--- src/rtl/fault_status_reg.sv ---
module fault_status_reg #(
  parameter int NUM_CH    = 4,
  parameter int OCP_TICKS = 250000
) (
  input  logic              clk,
  input  logic              rst_n,
  input  logic              en_pin,
  input  logic              rd_strobe,
  input  logic              led_det_en,
  input  logic [NUM_CH-1:0] ch_open,
  input  logic [NUM_CH-1:0] ch_short,
  input  logic              boost_low,
  input  logic              temp_trip,
  input  logic              temp_cool,
  input  logic [1:0]        uv_code,
  input  logic              vin_low,
  output logic [7:0]        status,
  output logic              fault_n,
  output logic              boost_en,
  output logic              led_en
);
  localparam int CW = $clog2(OCP_TICKS + 1);
  localparam int NW = $clog2(NUM_CH + 1);
  localparam logic [CW-1:0] CNT_MAX = CW'(OCP_TICKS);

  localparam int B_OPEN = 7, B_SHORT = 6, B_MULTI = 5, B_SINGLE = 4;
  localparam int B_ANY = 3, B_OCP = 2, B_TSD = 1, B_UV = 0;

  logic [7:0]        st_q, ev;
  logic [CW-1:0]     ocp_cnt;
  logic              tsd_q, uv_q;
  logic [NUM_CH-1:0] bad_ch;
  logic [NW-1:0]     bad_cnt;

  assign bad_ch = led_det_en ? (ch_open | ch_short) : '0;

  always_comb begin
    bad_cnt = '0;
    for (int i = 0; i < NUM_CH; i++) bad_cnt = bad_cnt + NW'(bad_ch[i]);
  end

  always_comb begin
    ev           = '0;
    ev[B_OPEN]   = led_det_en && (|ch_open);
    ev[B_SHORT]  = led_det_en && (|ch_short);
    ev[B_MULTI]  = bad_cnt > NW'(1);
    ev[B_SINGLE] = bad_cnt == NW'(1);
    ev[B_ANY]    = bad_cnt != '0;
    ev[B_OCP]    = boost_low && !st_q[B_OCP] && (ocp_cnt == CNT_MAX);
    ev[B_TSD]    = temp_trip;
    ev[B_UV]     = (uv_code != 2'b00) && vin_low;
  end

  always_ff @(posedge clk or negedge rst_n) begin
    if (!rst_n)
      ocp_cnt <= '0;
    else if (!en_pin || !boost_low || st_q[B_OCP])
      ocp_cnt <= '0;
    else if (ocp_cnt != CNT_MAX)
      ocp_cnt <= ocp_cnt + CW'(1);
  end

  always_ff @(posedge clk or negedge rst_n) begin
    if (!rst_n)
      st_q <= '0;
    else if (!en_pin)
      st_q <= '0;
    else
      st_q <= (rd_strobe ? 8'h00 : st_q) | ev;
  end

  always_ff @(posedge clk or negedge rst_n) begin
    if (!rst_n) begin
      tsd_q <= 1'b0;
      uv_q  <= 1'b0;
    end else begin
      if (temp_trip)      tsd_q <= 1'b1;
      else if (temp_cool) tsd_q <= 1'b0;
      uv_q <= ev[B_UV];
    end
  end

  assign status   = st_q;
  assign fault_n  = ~(|st_q);
  assign led_en   = en_pin && !tsd_q && !uv_q;
  assign boost_en = led_en && !st_q[B_OCP];

  AST_EN_LOW_CLEARS: assert property (@(posedge clk) disable iff (!rst_n)
    !en_pin |=> (status == 8'h00));
  AST_READ_EMPTIES: assert property (@(posedge clk) disable iff (!rst_n)
    (en_pin && rd_strobe && ev == 8'h00) |=> (status == 8'h00));
  AST_BITS_STICKY: assert property (@(posedge clk) disable iff (!rst_n)
    (en_pin && !rd_strobe) |=> ((status & $past(status)) == $past(status)));
  AST_LED_GATED: assert property (@(posedge clk) disable iff (!rst_n)
    (en_pin && rd_strobe && !led_det_en) |=> (status[7:3] == 5'b0));
  AST_OCP_QUALIFIED: assert property (@(posedge clk) disable iff (!rst_n)
    $rose(status[B_OCP]) |-> $past(boost_low));
  AST_TRIP_LATCHES: assert property (@(posedge clk) disable iff (!rst_n)
    (en_pin && temp_trip) |=> (status[B_TSD] && !led_en));
  AST_UV_OFF_IGNORED: assert property (@(posedge clk) disable iff (!rst_n)
    (en_pin && rd_strobe && uv_code == 2'b00) |=> !status[B_UV]);
endmodule

--- config.mk ---
export PLATFORM = sky130hd
export DESIGN_NAME = fault_status_reg
export DESIGN_NICKNAME = d
export VERILOG_FILES = /design/src/rtl/fault_status_reg.sv
export SDC_FILE = /design/constraint.sdc
export NUM_CORES = 1
export LEC_CHECK = 0
export BUFFER_PORTS_ARGS = -buffer_cell sky130_fd_sc_hd__buf_2
export CORE_ASPECT_RATIO = 0.5
export CORE_MARGIN = 2
export CORE_UTILIZATION = 30
export DETAILED_ROUTE_END_ITERATION = 8
export PLACE_DENSITY = 0.55
export SLEW_MARGIN = 20
export SYNTH_ARGS = -nofsm -noshare
export SYNTH_HDL_FRONTEND = slang
export SYNTH_SLANG_ARGS = --single-unit
--- constraint.sdc ---
create_clock -name clk -period 1.6 [get_ports clk]
set_input_delay 0.32 -clock clk [delete_from_list [all_inputs] [get_ports clk]]
set_output_delay 0.32 -clock clk [all_outputs]
set_load 0.03 [all_outputs]
==> metrics, run 1 <==
Final Critical Period=1770 ps; Pleak=0.000940 µW; CTS Root Buffer Type=clkbuf_8; Reg2Reg Depth=4; result of the run=finished, violations left; endpoint type of the worst setup path=primary output; number of distinct library cells after synthesis=42; global-route wire length before repair=5620 µm; Buffers & Inverters on Critical Path=1; count of endpoints failing setup in the final report=2; Worst Setup Path Type=flip-flop to primary output; total nets after synthesis=179; worst-path maximum fanout=2; total power divided by cell area=695 nW/µm²; routability cong.=0.756; highest achievable clock rate=0.563 GHz; slowest CP cell=or4_4; count of yosys warnings during synthesis=0; number of sinks driven by the clock tree=28; overall die width=105 µm; floorplan die area=5740 µm²; cell taking the most area after synthesis=dfrtp_1; failing checks=negative setup slack; initial core utilization=31.1%; largest net degree at the start of global routing=29; area growth from synthesis to layout=39.4%; IR Drop Worst-Case VDD=0.000281 V; number of failing hold endpoints at the final stage=0; data arrival at the endpoint of the critical path=1450 ps; area of the core=4930 µm²; number of placed I/O pins=30; Yosys reg bits=28; final instance count without filler cells=275; reg2reg start=ocp_cnt[11]$_DFFE_PN0P_; count of antenna-violating nets left after detailed routing=0; post-synth design cell area=1540 µm²; DRT Pass-1 Iters=4; cell row count=18; worst hold slack after final layout=51.0 ps; synthesized instance count=154; Worst path top cell family by delay=simple AND/OR/NAND/NOR gates; post-route DRC violation count=0; number of clock buffers inserted by TritonCTS=3; total of hold buffers inserted after clock tree synthesis=0; sequential share of the synthesized area=45.6%; worst path setup slack after routing=-175 ps; Worst Setup Slack post-DPL=-462 ps; worst min-delay path class=input port to asynchronous set/reset pin; synthesized area per cell=9.97 µm²; leftover overflow at the end of global routing=0; wirelength, routed=3610 µm; vias per std cell=4.73; level count of the clock H-tree=1; RSZ-0062 raised after global routing=true; layout cells sized above 1=39.5%; pins over their slew limit=0; WL per Instance=13.1 µm; IO buf count=29; final sum of negative setup slack=-257 ps; count of inserted antenna diode cells=0; Max-slew headroom=58.5%; area fraction of the dominant cell type after synthesis=45.6%; vias after detailed routing=1,300; pin slew with the least headroom to its limit=622 ps; share of the cycle needed by the critical path after routing=111%; clock tree skew after final layout=2.56 ps; count of routing violations after the opening detailed-route iteration=62; number of maximum-capacitance violations=0; worst reg2reg endpoint=ocp_cnt[17]$_DFFE_PN0P_; initial antenna violation count=0; Post-DP HPWL=2620 µm; number of nets in the finished design=231; register-to-register setup slack=80 ps; Clock Latency Late Sink=270 ps; slowest cell delay on critical path=550 ps; maximum count of clock buffers along a single path=2; worst path required time=1280 ps; Tot GR Track Use=12.7%; cells taking the most area after synthesis=dfrtp_1 (46%), xor2_1 (4.6%), ha_1 (4.1%); via count of the first global-routing pass=1,137; height of the chip=54.6 µm; clock-pin slew on the worst setup and hold paths=90 ps; TritonCTS clock tree=yes; chain of cells forming the critical path=or4_4, nor2_4, buf_6; cell count after placement=262; nature of the critical path startpoint=flip-flop
==> final cells by class <==
class	instances	area, µm²
Multi-Input combinational cell	116	907
Sequential cell	28	706
Tap cell	70	87.6
Inverter	7	26.3
Timing Repair Buffer	50	359
Clock buffer	4	55.1
Fill cell	483	2790
==> worst max-delay path by stage <==
stage / start / endpoint / depth (start not counted)
2_1_floorplan: ch_short[3] / status[3]$_DFF_PN0_ / 9
3_3_place_gp: ch_short[3] / status[3]$_DFF_PN0_ / 10
3_5_place_dp: ch_short[3] / status[3]$_DFF_PN0_ / 10
4_1_cts: status[2]$_DFF_PN0_ / fault_n / 3
5_1_grt: status[0]$_DFF_PN0_ / fault_n / 3
6_report: status[2]$_DFF_PN0_ / fault_n / 3
==> cell families after synthesis <==
group / after synthesis / share of synthesized area, %
buffers and inverters: 10 / 2.53
flip-flops: 28 / 45.6
AND/OR/NAND/NOR: 68 / 27.8
adder cells (fa/ha/maj): 6 / 5.38
XOR/XNOR: 11 / 6.28
AO/OA/AOI/OAI: 31 / 12.4
==> sequential cells by signal, indices dropped and copies added (netlist names) <==
signal and cells:
uv_q 1, status 8, tsd_q 1, ocp_cnt 18
==> through the flow <==
step | total power [µW] | util [%] | instance area, µm²
after global routing | 1570 | 43.4 | 2140
after CTS | 1490 | 41.3 | 2040
after floorplan | 900 | - | 1580
final | 1490 | 43.4 | 2140
after detailed placement | 1010 | 38.3 | 1890
after global placement | 1000 | 38.3 | 1890
==> layout by cell type (no fill, tap or decap), types with 5 or more instances in the layout <==
master   instances
nor2b_1          5
xor2_1           8
buf_4           22
dfrtp_1         24
nor2_1          12
nand2_1          6
buf_2           20
o21ai_1          5
nand3_1         10
o21a_1           5
a21oi_1          7
inv_1            5
buf_6            5
==> timing repair <==
action,4_1_cts,5_1_grt
buffers inserted,3,6
resized for setup,16,14
setup endpoints to repair,3,9
gates cloned,0,0
pin swaps,10,3
==> cells in the mapped netlist (all sizes together) <==
cell    number
a21oi        8
o21a         5
nor3b        1
or3b         1
nor4b        2
clkbuf       2
or4          2
ha           5
nand4        6
and4         2
o22ai        1
fa           1
nand3b       1
nor2b        6
nor2        14
xnor2        3
nand4b       1
a21boi       3
nor4bb       1
o21ai       10
or2          2
and4b        1
nand3       10
nand2b       4
buf          1
xor2         8
nor4         2
or3          3
nand2        7
inv          7
nor3         1
dfrtp       28
o41ai        3
a21o         1
and2         1
==> where the power goes <==
part	internal, µW	leakage [µW]	switching [µW]
clock	220	0.0000288	216
sequential	730	0.000371	17.9
combinational	138	0.000541	164
==> per-layer routing <==
metal	vias up	global-route usage (%)	part of all wire, %
li1	652	-	-
met1	623	17.1	50
met2	21	21.4	46
met3	4	3.10	3.3
met4	0	2.67	1.4
met5	-	0	0
Power figures use the tool's default switching activity.
==> run 2: changes to the inputs <==
==> constraint.sdc (replaced) <==
create_clock -name clk -period 1.6 [get_ports clk]
set_input_delay 0.32 -clock clk [delete_from_list [all_inputs] [get_ports clk]]
set_output_delay 0.32 -clock clk [all_outputs]
set_load 0.01 [all_outputs]
==> run 2 against run 1 <==
Net effect:
- the run still ends with negative setup slack left
- setup slack improved by 43 ps
- via count grew 1.0%
- sequential share of layout area rose by 0.14 points
==> metrics, run 2 (synthesized netlist as in run 1, its figures left out) <==
count of antenna-violating nets left after detailed routing=0; area growth from synthesis to layout=39.6%; cell row count=18; RSZ-0062 raised after global routing=true; IO buf count=29; total of hold buffers inserted after clock tree synthesis=0; overall die width=105 µm; number of nets in the finished design=228; nature of the critical path startpoint=flip-flop; initial antenna violation count=0; post-route DRC violation count=0; Max-slew headroom=57.4%; DRT Pass-1 Iters=4; utilization after layout=43.5%; TritonCTS clock tree=yes; most frequent cells in the layout=buf_2 (22), dfrtp_1 (21), buf_4 (16), nor2_1 (13), nand3_1 (10); area of the core=4930 µm²; worst path required time=1280 ps; number of maximum-capacitance violations=0; floorplan die area=5740 µm²; layout cells sized above 1=38.1%; clock-pin slew on the worst setup and hold paths=100 ps; worst-path maximum fanout=2; worst min-delay path class=input port to asynchronous set/reset pin; maximum count of clock buffers along a single path=2; top register by number of flip-flops=ocp_cnt; final sum of negative setup slack=-234 ps; count of endpoints failing setup in the final report=3; result of the run=finished, violations left; pins over their slew limit=0; worst path setup slack after routing=-132 ps; initial core utilization=31.1%; failing checks=negative setup slack; leftover overflow at the end of global routing=0; Final Critical Period=1730 ps; IR Drop Worst-Case VDD=0.000363 V; count of inserted antenna diode cells=0; flip-flop count of the largest register after layout=18; share of the cycle needed by the critical path after routing=108%; number of sinks driven by the clock tree=28; most common cell after layout, fill and taps aside=buf_2; total power divided by cell area=742 nW/µm²; WL per Instance=13.5 µm; number of clock buffers inserted by TritonCTS=3; Worst Setup Slack post-DPL=-450 ps; count of routing violations after the opening detailed-route iteration=73; largest net degree at the start of global routing=29; vias after detailed routing=1,313; Worst Setup Path Type=flip-flop to primary output; vias per std cell=4.83; endpoint type of the worst setup path=primary output; Tot GR Track Use=13.2%; source of the critical timing path=status[6]$_DFF_PN0_; Clock Latency Late Sink=280 ps; clock tree skew after final layout=9.96 ps; number of placed I/O pins=30; pin slew with the least headroom to its limit=639 ps; height of the chip=54.6 µm; area of all placed cells without fillers=2140 µm²; instance area at placement=1840 µm²; routability cong.=0.773; CTS Root Buffer Type=clkbuf_8; Pleak=0.000930 µW; wirelength, routed=3680 µm; number of failing hold endpoints at the final stage=0; highest achievable clock rate=0.577 GHz; level count of the clock H-tree=1; global-route wire length before repair=5910 µm; data arrival at the endpoint of the critical path=1410 ps; Post-DP HPWL=2520 µm; via count of the first global-routing pass=1,249; reg2reg start=ocp_cnt[1]$_DFFE_PN0P_
==> run 2: stage by stage <==
stage	std cells	hold WS [ps]	power [µW]
final	272	48.6	1590
after detailed placement	258	387	950
after floorplan	154	24.4	853
after global placement	258	375	946
after CTS	268	77.2	1560
after global routing	272	102	1670
==> run 2: repair_timing <==
action,in CTS,in global routing
gates resized for setup,14,23
pin swaps,11,8
setup buffers,6,4
setup endpoints to repair,4,8
==> run 2: critical path, stage by stage (launching register included) <==
cell	delay, ps
dfrtp_1	390
or4_1	510
nor2_1	100
buf_2	140
==> run 2: cell type report <==
cell class,instances,area (µm²)
timing repair buffer,47,340
inverter,7,28.8
fill,458,2790
sequential,28,709
clock inverter,1,30.0
clock buffer,3,41.3
tap,70,87.6
multi-input combinational,116,906
==> run 2: layer usage <==
metal,up-vias,global-route usage (%),routed length [µm]
met2,26,22.7,1730
met4,0,2.89,22
li1,649,-,-
met3,2,3.57,143
met1,636,17.2,1790
met5,-,0,0
==> run 2: worst paths after layout <==
check | cells after the start | slack [ps] | to
min in group clk | 2 | 230 | tsd_q$_DFFE_PN0P_
worst min register to register | 1 | 500 | tsd_q$_DFFE_PN0P_
max in group asynchronous | 1 | 1090 | ocp_cnt[0]$_DFFE_PN0P_
worst max-delay path | 3 | -130 | fault_n
worst max register to register | 4 | 110 | ocp_cnt[17]$_DFFE_PN0P_
worst min-delay path | 1 | 50 | ocp_cnt[11]$_DFFE_PN0P_
==> run 2: power breakdown <==
| group | switching, µW | internal (µW) | leakage (µW) |
|---|---|---|---|
| clock network | 232 | 335 | 0.0000357 |
| logic | 131 | 143 | 0.000528 |
| registers | 17.4 | 730 | 0.000366 |
